<file path="config.mk">
export PLATFORM = sky130hd
export DESIGN_NAME = ackpoll_seq
export DESIGN_NICKNAME = d
export VERILOG_FILES = /design/src/rtl/ackpoll_pkg.sv /design/src/rtl/ackpoll_rst_sync.sv /design/src/rtl/ackpoll_cmd_hs.sv /design/src/rtl/ackpoll_retry_ctr.sv /design/src/rtl/ackpoll_addr_sel.sv /design/src/rtl/ackpoll_seq.sv
export SDC_FILE = /design/constraint.sdc
export NUM_CORES = 1
export LEC_CHECK = 0
export BUFFER_PORTS_ARGS = -buffer_cell sky130_fd_sc_hd__buf_2
export CAP_MARGIN = 30
export CORE_MARGIN = 5
export CORE_UTILIZATION = 30
export CTS_CLUSTER_SIZE = 16
export DETAILED_ROUTE_END_ITERATION = 8
export PLACE_DENSITY = 0.5
export SLEW_MARGIN = 40
export SYNTH_ARGS = -nofsm -noshare
export SYNTH_HDL_FRONTEND = slang
export SYNTH_SLANG_ARGS = --single-unit
</file>
<file path="constraint.sdc">
create_clock -name clk -period 2.3 [get_ports clk]
set_input_delay 0.345 -clock clk [delete_from_list [all_inputs] [get_ports clk]]
set_output_delay 0.345 -clock clk [all_outputs]
set_load 0.05 [all_outputs]
</file>
<file path="src/rtl/ackpoll_pkg.sv">
package ackpoll_pkg;

  typedef enum logic [1:0] {
    CMD_START   = 2'd0,
    CMD_RESTART = 2'd1,
    CMD_STOP    = 2'd2,
    CMD_WRITE   = 2'd3
  } cmd_e;

  typedef enum logic [1:0] {
    OP_NONE  = 2'd0,
    OP_WRITE = 2'd1,
    OP_READ  = 2'd2,
    OP_RSVD  = 2'd3
  } op_e;

  typedef enum logic [2:0] {
    S_IDLE,
    S_POLL_START,
    S_POLL_SEL,
    S_ADDR,
    S_RESTART,
    S_RD_SEL,
    S_STOP
  } st_e;

endpackage

</file>
<file path="src/rtl/ackpoll_rst_sync.sv">
module ackpoll_rst_sync (
  input  logic clk,
  input  logic arst_n,
  output logic srst_n
);
  logic [1:0] sync_q;

  always_ff @(posedge clk or negedge arst_n) begin
    if (!arst_n) sync_q <= 2'b00;
    else         sync_q <= {sync_q[0], 1'b1};
  end

  assign srst_n = sync_q[1];
endmodule

</file>
<file path="src/rtl/ackpoll_cmd_hs.sv">
// Tracks the single outstanding command toward the byte engine.
module ackpoll_cmd_hs (
  input  logic clk,
  input  logic rst_n,
  input  logic want,
  input  logic cmd_ready,
  input  logic rsp_valid,
  output logic cmd_valid,
  output logic take
);
  logic issued_q, issued_d;

  assign cmd_valid = want && !issued_q;
  assign take      = issued_q && rsp_valid;

  always_comb begin
    issued_d = issued_q;
    if (take)                        issued_d = 1'b0;
    else if (cmd_valid && cmd_ready) issued_d = 1'b1;
  end

  always_ff @(posedge clk or negedge rst_n) begin
    if (!rst_n) issued_q <= 1'b0;
    else        issued_q <= issued_d;
  end


  one_outstanding_chk: assert property (@(posedge clk) disable iff (!rst_n)
    (cmd_valid && cmd_ready) |=> !cmd_valid);
endmodule

</file>
<file path="src/rtl/ackpoll_retry_ctr.sv">
module ackpoll_retry_ctr #(
  parameter int W = 8
) (
  input  logic         clk,
  input  logic         rst_n,
  input  logic         load,
  input  logic [W-1:0] limit_in,
  input  logic         bump,
  output logic         exhausted
);
  logic [W-1:0] cnt_q, cnt_d, lim_q, lim_d;
  logic         en;

  assign exhausted = (cnt_q == lim_q);
  assign en        = load || (bump && !exhausted);

  always_comb begin
    cnt_d = cnt_q;
    lim_d = lim_q;
    if (load) begin
      cnt_d = '0;
      lim_d = limit_in;
    end else if (bump && !exhausted) begin
      cnt_d = cnt_q + 1'b1;
    end
  end

  always_ff @(posedge clk or negedge rst_n) begin
    if (!rst_n) begin
      cnt_q <= '0;
      lim_q <= '0;
    end else if (en) begin
      cnt_q <= cnt_d;
      lim_q <= lim_d;
    end
  end


  count_bound_chk: assert property (@(posedge clk) disable iff (!rst_n)
    cnt_q <= lim_q);
endmodule

</file>
<file path="src/rtl/ackpoll_addr_sel.sv">
// Presents the address one byte at a time, most significant first.
module ackpoll_addr_sel #(
  parameter int NB = 2
) (
  input  logic          clk,
  input  logic          rst_n,
  input  logic          load,
  input  logic [NB*8-1:0] addr_in,
  input  logic          adv,
  output logic [7:0]    byte_out,
  output logic          last
);
  localparam int AW = NB * 8;
  localparam int IW = (NB > 1) ? $clog2(NB) : 1;
  localparam logic [IW-1:0] LAST_IDX = IW'(NB - 1);

  logic [AW-1:0] sh_q, sh_d;
  logic [IW-1:0] idx_q, idx_d;

  assign byte_out = sh_q[AW-1 -: 8];
  assign last     = (idx_q == LAST_IDX);

  generate
    if (NB > 1) begin : g_multi
      always_comb begin
        sh_d  = load ? addr_in : {sh_q[AW-9:0], 8'h00};
        idx_d = load ? '0 : idx_q + 1'b1;
      end
    end else begin : g_single
      always_comb begin
        sh_d  = load ? addr_in : sh_q;
        idx_d = '0;
      end
    end
  endgenerate

  always_ff @(posedge clk or negedge rst_n) begin
    if (!rst_n) begin
      sh_q  <= '0;
      idx_q <= '0;
    end else if (load || adv) begin
      sh_q  <= sh_d;
      idx_q <= idx_d;
    end
  end
endmodule

</file>
<file path="src/rtl/ackpoll_seq.sv">
module ackpoll_seq
  import ackpoll_pkg::*;
#(
  parameter int ADDR_BYTES = 2,
  parameter int RETRY_W    = 8
) (
  input  logic                    clk,
  input  logic                    rst_n,
  input  logic                    req_valid,
  input  logic [1:0]              req_op,
  input  logic [6:0]              req_dev,
  input  logic [ADDR_BYTES*8-1:0] req_addr,
  input  logic [RETRY_W-1:0]      retry_limit,
  output logic                    busy,
  output logic                    done,
  output logic                    err,
  output logic                    cmd_valid,
  input  logic                    cmd_ready,
  output logic [1:0]              cmd_op,
  output logic [7:0]              cmd_data,
  input  logic                    rsp_valid,
  input  logic                    rsp_ack
);
  logic srst_n;
  st_e  st_q, st_d;
  logic [1:0] op_q, op_d;
  logic [6:0] dev_q, dev_d;
  logic fail_q, fail_d, done_q, done_d, err_q, err_d;
  logic want, take, load, bump, adv, exhausted, last_byte, is_mem;
  cmd_e op_c;
  logic [7:0] dat_c, abyte;

  ackpoll_rst_sync u_rst (.clk(clk), .arst_n(rst_n), .srst_n(srst_n));

  ackpoll_cmd_hs u_hs (
    .clk(clk), .rst_n(srst_n), .want(want), .cmd_ready(cmd_ready),
    .rsp_valid(rsp_valid), .cmd_valid(cmd_valid), .take(take)
  );

  ackpoll_retry_ctr #(.W(RETRY_W)) u_retry (
    .clk(clk), .rst_n(srst_n), .load(load), .limit_in(retry_limit),
    .bump(bump), .exhausted(exhausted)
  );

  ackpoll_addr_sel #(.NB(ADDR_BYTES)) u_addr (
    .clk(clk), .rst_n(srst_n), .load(load), .addr_in(req_addr),
    .adv(adv), .byte_out(abyte), .last(last_byte)
  );

  assign busy     = (st_q != S_IDLE);
  assign done     = done_q;
  assign err      = err_q;
  assign cmd_op   = op_c;
  assign cmd_data = dat_c;
  assign is_mem   = (op_q == OP_WRITE) || (op_q == OP_READ);

  // Command offered in each state
  always_comb begin
    want  = 1'b0;
    op_c  = CMD_START;
    dat_c = 8'h00;
    case (st_q)
      S_POLL_START: want = 1'b1;
      S_POLL_SEL:   begin want = 1'b1; op_c = CMD_WRITE; dat_c = {dev_q, 1'b0}; end
      S_ADDR:       begin want = 1'b1; op_c = CMD_WRITE; dat_c = abyte; end
      S_RESTART:    begin want = 1'b1; op_c = CMD_RESTART; end
      S_RD_SEL:     begin want = 1'b1; op_c = CMD_WRITE; dat_c = {dev_q, 1'b1}; end
      S_STOP:       begin want = 1'b1; op_c = CMD_STOP; end
      default:      want = 1'b0;
    endcase
  end

  // Next-state logic
  always_comb begin
    st_d   = st_q;
    op_d   = op_q;
    dev_d  = dev_q;
    fail_d = fail_q;
    done_d = 1'b0;
    err_d  = 1'b0;
    load   = 1'b0;
    bump   = 1'b0;
    adv    = 1'b0;
    case (st_q)
      S_IDLE: if (req_valid) begin
        load   = 1'b1;
        op_d   = req_op;
        dev_d  = req_dev;
        fail_d = 1'b0;
        st_d   = S_POLL_START;
      end
      S_POLL_START: if (take) st_d = S_POLL_SEL;
      S_POLL_SEL: if (take) begin
        if (rsp_ack)        st_d = is_mem ? S_ADDR : S_STOP;
        else if (exhausted) begin fail_d = 1'b1; st_d = S_STOP; end
        else                begin bump = 1'b1; st_d = S_POLL_START; end
      end
      S_ADDR: if (take) begin
        if (!rsp_ack)              begin fail_d = 1'b1; st_d = S_STOP; end
        else if (!last_byte)       adv = 1'b1;
        else if (op_q == OP_READ)  st_d = S_RESTART;
        else                       begin done_d = 1'b1; st_d = S_IDLE; end
      end
      S_RESTART: if (take) st_d = S_RD_SEL;
      S_RD_SEL: if (take) begin
        if (rsp_ack) begin done_d = 1'b1; st_d = S_IDLE; end
        else         begin fail_d = 1'b1; st_d = S_STOP; end
      end
      S_STOP: if (take) begin
        done_d = !fail_q;
        err_d  = fail_q;
        st_d   = S_IDLE;
      end
      default: st_d = S_IDLE;
    endcase
  end

  // Registers
  always_ff @(posedge clk or negedge srst_n) begin
    if (!srst_n) begin
      st_q   <= S_IDLE;
      fail_q <= 1'b0;
      done_q <= 1'b0;
      err_q  <= 1'b0;
      op_q   <= 2'b00;
      dev_q  <= 7'h00;
    end else begin
      st_q   <= st_d;
      fail_q <= fail_d;
      done_q <= done_d;
      err_q  <= err_d;
      if (load) begin
        op_q  <= op_d;
        dev_q <= dev_d;
      end
    end
  end


  cmd_hold_chk: assert property (@(posedge clk) disable iff (!srst_n)
    (cmd_valid && !cmd_ready) |=> (cmd_valid && $stable(cmd_op) && $stable(cmd_data)));


  retry_loop_chk: assert property (@(posedge clk) disable iff (!srst_n)
    (st_q == S_POLL_SEL && take && !rsp_ack && !exhausted) |=> (cmd_valid && cmd_op == CMD_START));


  busy_rise_chk: assert property (@(posedge clk) disable iff (!srst_n)
    $rose(busy) |-> $past(req_valid));


  pulse_idle_chk: assert property (@(posedge clk) disable iff (!srst_n)
    (done || err) |-> (!busy && !(done && err)));
endmodule

</file>
After elaboration in Yosys (flattened, before gate mapping)
Cells that the tools add are included.
{"block": "classes", "n_reduce_logical": 23, "n_eq_ne": 21, "n_mul": 0, "muxes": 51, "div": 0, "addsub": 2, "shifts": 0, "n_bitwise": 0, "magnitude_cmp": 0}
{"op": "3-bit two-way mux", "n": 14}
{"op": "1-bit two-way mux", "n": 29}
{"op": "8-bit one-hot mux with 3 select lines", "n": 1}
{"op": "3-bit one-hot mux with 7 select lines", "n": 1}
{"op": "2-bit != test, second input constant", "n": 9}
{"op": "16-bit two-way mux", "n": 1}
{"op": "8-bit two-way mux", "n": 2}
{"op": "3-bit == test, second input constant", "n": 3}
{"op": "8-bit by 1-bit adder with 8-bit output, second input constant", "n": 1}
{"op": "8-bit == test", "n": 1}
{"op": "8-bit AND reduction", "n": 1}
{"op": "7-bit AND reduction", "n": 1}
{"op": "3-bit by 2-bit == test with 1-bit output, second input constant", "n": 2}
{"op": "1-bit one-hot mux with 3 select lines", "n": 2}
{"op": "2-bit one-hot mux with 3 select lines", "n": 1}
{"op": "3-bit nonzero test", "n": 2}
{"op": "6-bit OR reduction", "n": 1}
{"op": "1-bit logical AND", "n": 4}
{"op": "2-bit by 1-bit != test with 1-bit output, second input constant", "n": 2}
{"op": "2-bit AND reduction", "n": 2}
{"op": "2-bit nonzero test", "n": 2}
{"op": "3-bit by 1-bit == test with 1-bit output, second input constant", "n": 1}
{"op": "1-bit logical NOT", "n": 3}
{"op": "3-bit logical NOT", "n": 1}
{"op": "8 further kinds", "n": 10}
{"block": "totals", "mem_bits_rw": 0, "mem_count": 0, "latchBits": 0, "rom_bits": 0, "output_inout_bits": 14, "inputBits": 39, "wordCells": 109, "regBits": 51}

Logic depth before layout (Yosys ltp)
Gate-level depths: netlist (run 1).
{"block": "logic_depth", "depth_word": 8, "ltp_mapped": 6}

Modules after synthesis
Synthesis (run 1) repeated with hierarchy kept, for this count alone.
{"block": "hier_totals", "hier_cells": 267, "hier_area_um2": 2775.2}
{"mod": "ackpoll_seq", "n_inst": 1, "area_per_inst_um2": 1017.2, "seq_area_each_um2": 375.4, "cells_each": 106}
{"mod": "ackpoll_addr_sel", "n_inst": 1, "area_per_inst_um2": 830.8, "seq_area_each_um2": 425.4, "cells_each": 79}
{"mod": "ackpoll_retry_ctr", "n_inst": 1, "area_per_inst_um2": 820.8, "seq_area_each_um2": 400.4, "cells_each": 74}
{"mod": "ackpoll_rst_sync", "n_inst": 1, "area_per_inst_um2": 53.8, "seq_area_each_um2": 50.0, "cells_each": 3}
{"mod": "ackpoll_cmd_hs", "n_inst": 1, "area_per_inst_um2": 52.6, "seq_area_each_um2": 25.0, "cells_each": 5}

Worst setup path after synthesis (run 1)
No wires, ideal clock.
{"block": "synth_path", "path_type": "register to output", "start": "register st_q[2]", "end": "output port cmd_data[1]", "setup_slack_ps": -420, "path_buffers": 3, "stages_incl_launch_ff": 7, "required_ps": 1955, "arrival_ps": 2375, "cell_sequence": "dfrtp_1 > clkbuf_1 > clkbuf_1 > nor2b_1 > clkbuf_1 > a22oi_1 > o21ai_0"}
{"block": "synth_between", "elab_chain_len": 2, "elab_cells_between_ends": 4, "classes_between": "eq/ne (3); mux (1)"}
{"item": "from (decl)", "line_no": "ackpoll_seq.sv:25", "text": "st_e st_q, st_d;"}
{"item": "from (signal assigned)", "line_no": "ackpoll_seq.sv:128", "text": "st_q <= st_d;"}
{"item": "3-bit == test or 3-bit by 2-bit == test with 1-bit output (tied branches)", "line_no": "ackpoll_seq.sv:62", "text": "case (st_q)"}
{"item": "8-bit one-hot mux with 3 select lines *", "line_no": "ackpoll_seq.sv:62"}
{"item": "to (decl)", "line_no": "ackpoll_seq.sv:20", "text": "output logic [7:0] cmd_data,"}
Every way passes the cells marked *; elsewhere a longest branch is shown, timed or not.

Final worst setup path (run 1)
{"block": "layout_path", "start": "register st_q[2]", "end": "output port cmd_data[7]"}
Same word-level chain as after synthesis.

==> flow_summary.ini, run 1 <==
[outcome]
status = finished clean

[grt]
met3_usage_pct = 2.30
met1_usage_pct = 17.9
grt_pass1_vias = 2166
grt_pass1_wl_um = 10900
busiest_layer = met1
grt_util_all_layers_pct = 12.1
met2_usage_pct = 17.7
antenna_found_initial = 0
grt_overflow = 0
grt_start_max_net_pins = 41

[die]
die_x_um = 105
die_h_um = 105
design.die.area_um2 = 10900
core_um2 = 8720
io_pins = 53
start_util_pct = 30.7
rows = 34

[yosys]
ys_seq_area_share_pct = 47.6
ys_warn_count = 0
synth-compound-area-share_pct = 16.0
synth-simple-area-share_pct = 25.3
synthAdderAreaFrac_pct = 0.934
yosys.area.top_type = dfrtp_1
syn-num-nets = 337
synth_ff_type = dfrtp_1
synth_top_family_by_area = simple AND/OR/NAND/NOR gates
synth.distinct_cells = 47
syn_inst = 296
synth_area_leaders = dfrtp_1, nand2_1, mux2i_1
synth.mux.area_fraction_pct = 3.36
avgSynthCellArea_um2 = 9.05
synth-seq-cells = 51
netlist_area_um2 = 2680
synth_edf_count = 0
synth-xor-area-share_pct = 2.94
synth_top_area_share_pct = 47.6
synthArstFlopShare_pct = 100

[placement]
io_buffer_count = 52
place_hpwl_um = 4820
dp.cells = 453
place.gp.congestion = 0.826

[critical_path]
crit_path_end_kind = primary output
start_kind = register
cp_slowest_cell = dfrtp_1
critPathKind = register to primary output
cp_cell_sequence = nor2b_1 -> buf_4 -> a22oi_1 -> o21ai_2 -> buf_2
critPathArrivalTime_ns = 1.82
cp_max_fo = 13
worst-endpoint-required_ns = 1.96
cpPeakStageDelay_ns = 0.60

[sta]
finalCritPeriodShare_pct = 94.0
setup_viol = 0
fin_crit_ns = 2.16
rsz0062_at_grt = false
worst_clock_skew_ns = 0.0130
holdWs_ns = 0.133
hold_violations = 0
slew_headroom_pct = 52.9
tns_ns = 0
fmax_mhz = 463
tightestPinTransition_ns = 0.707
slew_violations = 0

[power]
power.density_nw_per_um2 = 1280
vdd_drop_max_mv = 0.457
p_leak_uw = 0.00159

[routing]
drc = 0
routed_wl_um = 6670
drt_iter0_markers = 117
dr.pass1.iters = 4
viasPerCell = 4.88
vias = 2267
detail-route-antenna-nets = 0
wl_per_cell_um = 14.3

[clock_network]
clockRootBuffer = clkbuf_8
cts_made_buffers = 5
htree_levels = 2
cts.sink_count = 51
cts_tree = yes
cts_max_path_buffers = 2
clkLatencyLatePin_ns = 0.32
cts_resized = 0
clk_pin_slew_ns = 0.11

[layout]
layout_commonest_cell = nand2_1
mostFrequentLayoutCells = nand2_1, buf_2, dfrtp_1
nets = 397
antenna_cells = 0
drive_gt1_share_pct = 26.1
layout.cells.non_filler = 465
syn_to_final_growth_pct = 22.5

[run]
maxCapViolations = 0

[worst_hold_path]
hp-class = register to async pin
path summary, 6_finish.rpt:
check	startpoint	to	slack [ns]	cells after the start
setup / recovery	st_q[2]	cmd_data[7]	0.14	5
hold / removal	u_rst.sync_q[1]	u_addr.sh_q[2]	0.13	0
setup reg to reg	st_q[2]	u_retry.cnt_q[6]	0.41	6
hold reg to reg	u_rst.sync_q[1]	u_addr.sh_q[2]	0.13	0
max in group asynchronous	u_rst.sync_q[1]	u_retry.cnt_q[0]	1.68	1
min in group clk	retry_limit[3]	u_retry.lim_q[3]	0.21	3
power breakdown:
group	leakage [uW]	internal, uW	switching [uW]	total, uW
registers	0.000640	1230	307	1540
logic	0.000904	748	1360	2100
clock network	0.0000491	225	340	565
per-stage QoR:
stage          util [%]  setup WS (ns)  area, um2  power [uW]
3_3_place_gp       36.2          0.408       3150        3610
5_1_grt            37.6         0.0234       3280        4500
3_5_place_dp       36.2          0.355       3150        3630
2_1_floorplan         -         0.0205       2710        3080
6_report           37.6          0.139       3280        4210
4_1_cts            37.4         0.0738       3260        4210
synthesized netlist by cell type (all sizes together) (3+ instances only):
master	count
a21oi	7
nand3	9
a22o	8
buf	7
xor2	8
inv	7
and2	3
a31oi	9
and3	3
nand2	92
clkbuf	10
a22oi	7
nor2	12
mux2i	9
dfrtp	51
nand2b	7
nor3	3
o21ai	11
a2111oi	4
worst max-delay path, delay by kind of cell, from the launching register on:
kind                   cells  cell delay, ns
AOI/OAI and AO/OA          2            0.25
buffers and inverters      2            0.48
DFF                        1            0.60
and+or+nand+nor            1            0.18
logic make-up (layout without fill, tap and decap cells):
logic type               Yosys count  after routing
AO/OA/AOI/OAI                     58             58
other                              1              1
buffers and inverters             24             85
AND/OR/NAND/NOR                  142            142
flip-flops                        51             51
XOR/XNOR                           9              9
multiplexers                       9              9
adder cells (fa/ha/maj)            2              2
final cells by class:
| cell class | count | area, um2 |
|---|---|---|
| Fill cell | 899 | 5440 |
| Multi-Input combinational cell | 221 | 1340 |
| Sequential cell | 51 | 1280 |
| Timing Repair Buffer | 70 | 410 |
| Tap cell | 108 | 135 |
| Clock buffer | 5 | 68.8 |
| Clock inverter | 3 | 26.3 |
| Inverter | 7 | 26.3 |
registers in the layout (all words and copies together) (netlist names):
signal	count
op_q	2
st_q	3
u_hs.issued_q	1
u_addr.sh_q	16
u_retry.lim_q	8
u_retry.cnt_q	8
u_rst.sync_q	2
u_addr.last	1
fail_q	1
dev_q	7
done	1
err	1
per-layer routing:
| metal | share of wire [%] | routed length, um |
|---|---|---|
| met5 | 0 | 0 |
| met4 | 1.5 | 97 |
| met3 | 4.1 | 275 |
| met2 | 43 | 2890 |
| met1 | 51 | 3400 |
repair_timing:
| item | in CTS | in global routing |
|---|---|---|
| endpoints found under the hold margin | 2 | 0 |
| endpoints found under the setup margin | 0 | 1 |
| setup buffers | 0 | 3 |
| hold buffers | 1 | 0 |
Note: power is estimated with default switching activity, not from simulation.
==> run 2: changes to the inputs <==
--- a/config.mk
+++ b/config.mk
@@ -8,10 +8,10 @@
 export BUFFER_PORTS_ARGS = -buffer_cell sky130_fd_sc_hd__buf_2
 export CAP_MARGIN = 30
 export CORE_MARGIN = 5
-export CORE_UTILIZATION = 30
+export CORE_UTILIZATION = 55
 export CTS_CLUSTER_SIZE = 16
 export DETAILED_ROUTE_END_ITERATION = 8
-export PLACE_DENSITY = 0.5
+export PLACE_DENSITY = 0.81
 export SLEW_MARGIN = 40
 export SYNTH_ARGS = -nofsm -noshare
 export SYNTH_HDL_FRONTEND = slang
==> run 2 against run 1 <==
Flip-flop and latch count unchanged. Sequential power about the same. Via count increased by 2.1%. Fmax increased by 0.23%. Global-route usage increased by 9.4 points. Sequential share of layout area increased by 1.0 points. First-iteration DRC count increased by 68%.
==> flow_summary.ini, run 2 (same netlist as run 1, synthesis figures left out) <==
[outcome]
status = finished clean

[layout]
nFillCells = 387
drive_gt1_share_pct = 25.4
reg_top3 = u_addr.sh_q: 16 flops, u_retry.cnt_q: 8 flops, u_retry.lim_q: 8 flops
utilization_pct = 67.7
top_register = u_addr.sh_q
layout_commonest_cell = nand2_1
syn_to_final_growth_pct = 19.3
largest_reg_flops = 16
mostFrequentLayoutCells = nand2_1, buf_2, dfrtp_1
antenna_cells = 0
nets = 394

[critical_path]
critPathKind = register to primary output
crit_buf_inv = 3
critPathArrivalTime_ns = 1.81
worst-endpoint-required_ns = 1.96
crit_path_end_kind = primary output
start_kind = register
cpPeakStageDelay_ns = 0.44
cp_max_fo = 14
r2r_setup_slack_ns = 0.48
cpMostUsedCell = buf_4
cp_cell_sequence = buf_4 -> nor2b_1 -> buf_4 -> a22oi_1 -> o21ai_2 -> buf_2
critPathTopFamily = buffers and inverters
cp_slowest_cell = dfrtp_1

[routing]
drc = 0
drt_iter0_markers = 196
wl_per_cell_um = 14.7
dr.pass1.iters = 5
viasPerCell = 5.50
vias = 2314
detail-route-antenna-nets = 0
routed_wl_um = 6200

[power]
vdd_drop_max_mv = 0.703
p_leak_uw = 0.00157
power.density_nw_per_um2 = 1300

[sta]
worst_clock_skew_ns = 0.00958
tns_ns = 0
fmax_mhz = 464
rsz0062_at_grt = false
slew_violations = 0
hold_violations = 0
fin_crit_ns = 2.16
slew_headroom_pct = 60.5
finalCritPeriodShare_pct = 93.7
setup_slack_ns = 0.144
setup_viol = 0
tightestPinTransition_ns = 0.588

[clock_network]
htree_levels = 2
cts_resized = 0
clockRootBuffer = clkbuf_8
clkLatencyLatePin_ns = 0.31
hold_buffers = 1
postCtsSetupBuffers = 0
cts.sink_count = 51
clk_pin_slew_ns = 0.09
cts_tree = yes
cts_made_buffers = 5
cts_max_path_buffers = 2

[placement]
place.gp.congestion = 0.961
io_buffer_count = 52
place_ws_ns = 0.494
place_hpwl_um = 4650

[die]
rows = 25
start_util_pct = 56.7
io_pins = 53
die_h_um = 79.8
core_um2 = 4720
design.die.area_um2 = 6370
die_x_um = 79.8

[grt]
grt_pass1_vias = 2303
grt_overflow = 0
grt_start_max_net_pins = 38
antenna_found_initial = 0
grt_util_all_layers_pct = 21.5
grt_pass1_wl_um = 10800

[run]
maxCapViolations = 0

[worst_hold_path]
hp-class = input pin to register
## run 2: changes by cell type in the layout (fill, tap and decap cells not counted)
cell        change
inv_8           +1
buf_12          -1
inv_6           -2
clkinvlp_4      +1
buf_4           -2
## run 2: metal layers
metal / global-route usage, % / routed length (um) / part of all wire [%] / vias to the layer above
met5: 0 / 0 / 0 / -
met4: 6.76 / 120 / 1.9 / 0
met3: 4.29 / 411 / 6.6 / 15
met2: 34.9 / 3010 / 49 / 93
met1: 28.9 / 2660 / 43 / 1069
li1: - / - / - / 1137
## run 2: final cells by class
cell class | count | area (um2) | area share, %
clock inverter | 3 | 27.5 | 0.861
sequential | 51 | 1280 | 40.0
clock buffer | 5 | 68.8 | 2.15
tap | 67 | 83.8 | 2.62
multi-input combinational | 221 | 1340 | 41.8
timing repair buffer | 67 | 375 | 11.7
inverter | 7 | 26.3 | 0.822
## run 2: path summary, 6_finish.rpt
path / from / endpoint / cells after the start
max in group asynchronous: u_rst.sync_q[1] / u_retry.cnt_q[3] / 1
max: st_q[1] / cmd_data[1] / 6
min in group asynchronous: u_rst.sync_q[1] / u_addr.last / 0
max reg2reg: st_q[2] / u_retry.cnt_q[6] / 4
min reg2reg: u_rst.sync_q[1] / u_addr.last / 0
min: retry_limit[1] / u_retry.lim_q[1] / 3
## run 2: stage by stage
stage	cells	instance area, um2	power (uW)	hold WS, ns
finish	421	3200	4150	0.218
detailed placement	412	3090	3610	0.135
CTS	421	3200	4160	0.210
floorplan	296	2710	3080	0.0494
global placement	412	3090	3540	0.131
global route	421	3200	4440	0.204
## run 2: worst reg2reg max path, stage by stage, from the launching register on
cell and delay, ns:
dfrtp_1 0.51, nor3b_4 0.32, nand2_4 0.13, a2111oi_1 0.53, mux2i_1 0.25
## run 2: power breakdown
| part | internal [uW] | switching [uW] |
|---|---|---|
| clock | 223 | 307 |
| combinational | 701 | 1360 |
| sequential | 1230 | 320 |
==> run 3: changes to the inputs <==
--- a/config.mk
+++ b/config.mk
@@ -12,6 +12,7 @@
 export CTS_CLUSTER_SIZE = 16
 export DETAILED_ROUTE_END_ITERATION = 8
 export PLACE_DENSITY = 0.81
+export RECOVER_POWER = 50
 export SLEW_MARGIN = 40
 export SYNTH_ARGS = -nofsm -noshare
 export SYNTH_HDL_FRONTEND = slang
==> run 3 against run 2 <==
Register-to-register slack barely moved. Utilization shrank 0.32 points. Sequential share of layout area increased by 0.15 points. Power is essentially flat. Final area down 0.47%. Largest power group unchanged. Largest cell class unchanged.
==> flow_summary.ini, run 3 (same netlist as run 1, synthesis figures left out) <==
[outcome]
status = finished clean

[grt]
met1_usage_pct = 28.9
grt_pass1_wl_um = 10800
grt_start_max_net_pins = 38
grt_pass1_vias = 2303
grt_overflow = 0
met2_usage_pct = 34.9
antenna_found_initial = 0
busiest_layer = met2
grt_util_all_layers_pct = 21.5
met3_usage_pct = 4.29

[clock_network]
cts_made_buffers = 5
htree_levels = 2
clockRootBuffer = clkbuf_8
clkLatencyLatePin_ns = 0.31
postCtsSetupBuffers = 0
clk_pin_slew_ns = 0.09
hold_buffers = 1
cts_max_path_buffers = 2
cts_tree = yes
cts.sink_count = 51
cts_resized = 0

[sta]
setup_slack_ns = 0.135
setup_viol = 0
finalCritPeriodShare_pct = 94.1
tns_ns = 0
fin_crit_ns = 2.17
slew_violations = 0
tightestPinTransition_ns = 0.981
slew_headroom_pct = 34.6
worst_clock_skew_ns = 0.00868
hold_violations = 0
holdWs_ns = 0.218
rsz0062_at_grt = false
fmax_mhz = 462

[layout]
nets = 394
mostFrequentLayoutCells = nand2_1, dfrtp_1, buf_2
drive_gt1_share_pct = 23.7
syn_to_final_growth_pct = 18.7
antenna_cells = 0
layout_commonest_cell = nand2_1
reg_top3 = u_addr.sh_q: 16 flops, u_retry.cnt_q: 8 flops, u_retry.lim_q: 8 flops
layout.cells.non_filler = 421
top_register = u_addr.sh_q
largest_reg_flops = 16

[die]
core_um2 = 4720
design.die.area_um2 = 6370
rows = 25
die_x_um = 79.8
io_pins = 53
die_h_um = 79.8
start_util_pct = 56.7

[routing]
viasPerCell = 5.42
drc = 0
drt_iter0_markers = 199
detail-route-antenna-nets = 0
vias = 2281
dr.pass1.iters = 5
routed_wl_um = 6220
wl_per_cell_um = 14.8

[power]
switching_share_pct = 48.1
p_leak_uw = 0.00155
power.density_nw_per_um2 = 1300
vdd_drop_max_mv = 0.703
switchingPower_uw = 1990
p_comb_share_pct = 49.7
p_int_uw = 2150
power_frac_clock_pct = 12.8
power_uw = 4150
seqPwrFrac_pct = 37.4

[critical_path]
r2r_start = st_q[1]
r2r-end = u_addr.sh_q[6]
critPathArrivalTime_ns = 1.82
cpMostUsedCell = buf_4
rr_worst_depth = 6
path_depth = 6
critPathTopFamily = buffers and inverters
cpPeakStageDelay_ns = 0.44
r2r_setup_slack_ns = 0.49
start_kind = register
cp_slowest_cell = dfrtp_1
crit_buf_inv = 3
cp_max_fo = 14
critPathKind = register to primary output
crit_path_end_kind = primary output
crit_start = st_q[1]
worst-endpoint-required_ns = 1.96
cp_cell_sequence = buf_4 -> nor2b_1 -> buf_4 -> a22oi_1 -> o21ai_2 -> buf_2

[placement]
dp.cells = 412
io_buffer_count = 52
place_ws_ns = 0.494
place_hpwl_um = 4650
place.gp.congestion = 0.961

[worst_hold_path]
min_from = retry_limit[1]
hold_depth = 3
hold_end = u_retry.lim_q[1]
hp-class = input pin to register

[run]
maxCapViolations = 0
run 3: changes by cell type in the layout (fill, tap and decap cells not counted):
cell,delta
dfrtp_1,+1
buf_4,-3
clkbuf_1,+5
clkbuf_2,+1
buf_2,-3
dfrtp_2,-1
run 3: final cells by class:
class | instances | area (um2)
well taps | 67 | 83.8
clock buffers | 5 | 68.8
clock inverters | 3 | 27.5
fillers | 394 | 1540
multi-input cells | 221 | 1340
inverters | 7 | 26.3
repair buffers | 67 | 362
flip-flops and latches | 51 | 1280
run 3: layer usage:
| layer | wire length (um) | vias to the layer above |
|---|---|---|
| met3 | 375 | 11 |
| met2 | 3020 | 78 |
| li1 | - | 1139 |
| met1 | 2710 | 1053 |
| met4 | 107 | 0 |
| met5 | 0 | - |
run 3: worst max path at each step:
stage,end,slack [ns]
floorplan,cmd_data[0],0.02
global placement,cmd_data[7],0.53
detailed placement,u_addr.sh_q[6],0.49
CTS,cmd_data[1],0.13
global route,cmd_data[3],0.02
finish,cmd_data[1],0.13
run 3: worst min-delay path, stage by stage:
cell and delay [ns]:
buf_2 0.07, nand2_1 0.04, nand2_1 0.04
run 3: metrics by stage:
step                cell area [um2]  utilization [%]
global route                   3180             67.4
finish                         3180             67.4
floorplan                      2710                -
global placement               3090             65.4
detailed placement             3090             65.4
CTS                            3200             67.7
run 3: power by group through the flow:
stage                     Sequential, uW  Combinational, uW  Clock, uW
final                               1550               2060        533
after global routing                1600               2250        580
after CTS                           1550               2070        546
after detailed placement            1560               2050          0
after global placement              1540               2000          0
after floorplan                     1450               1630          0
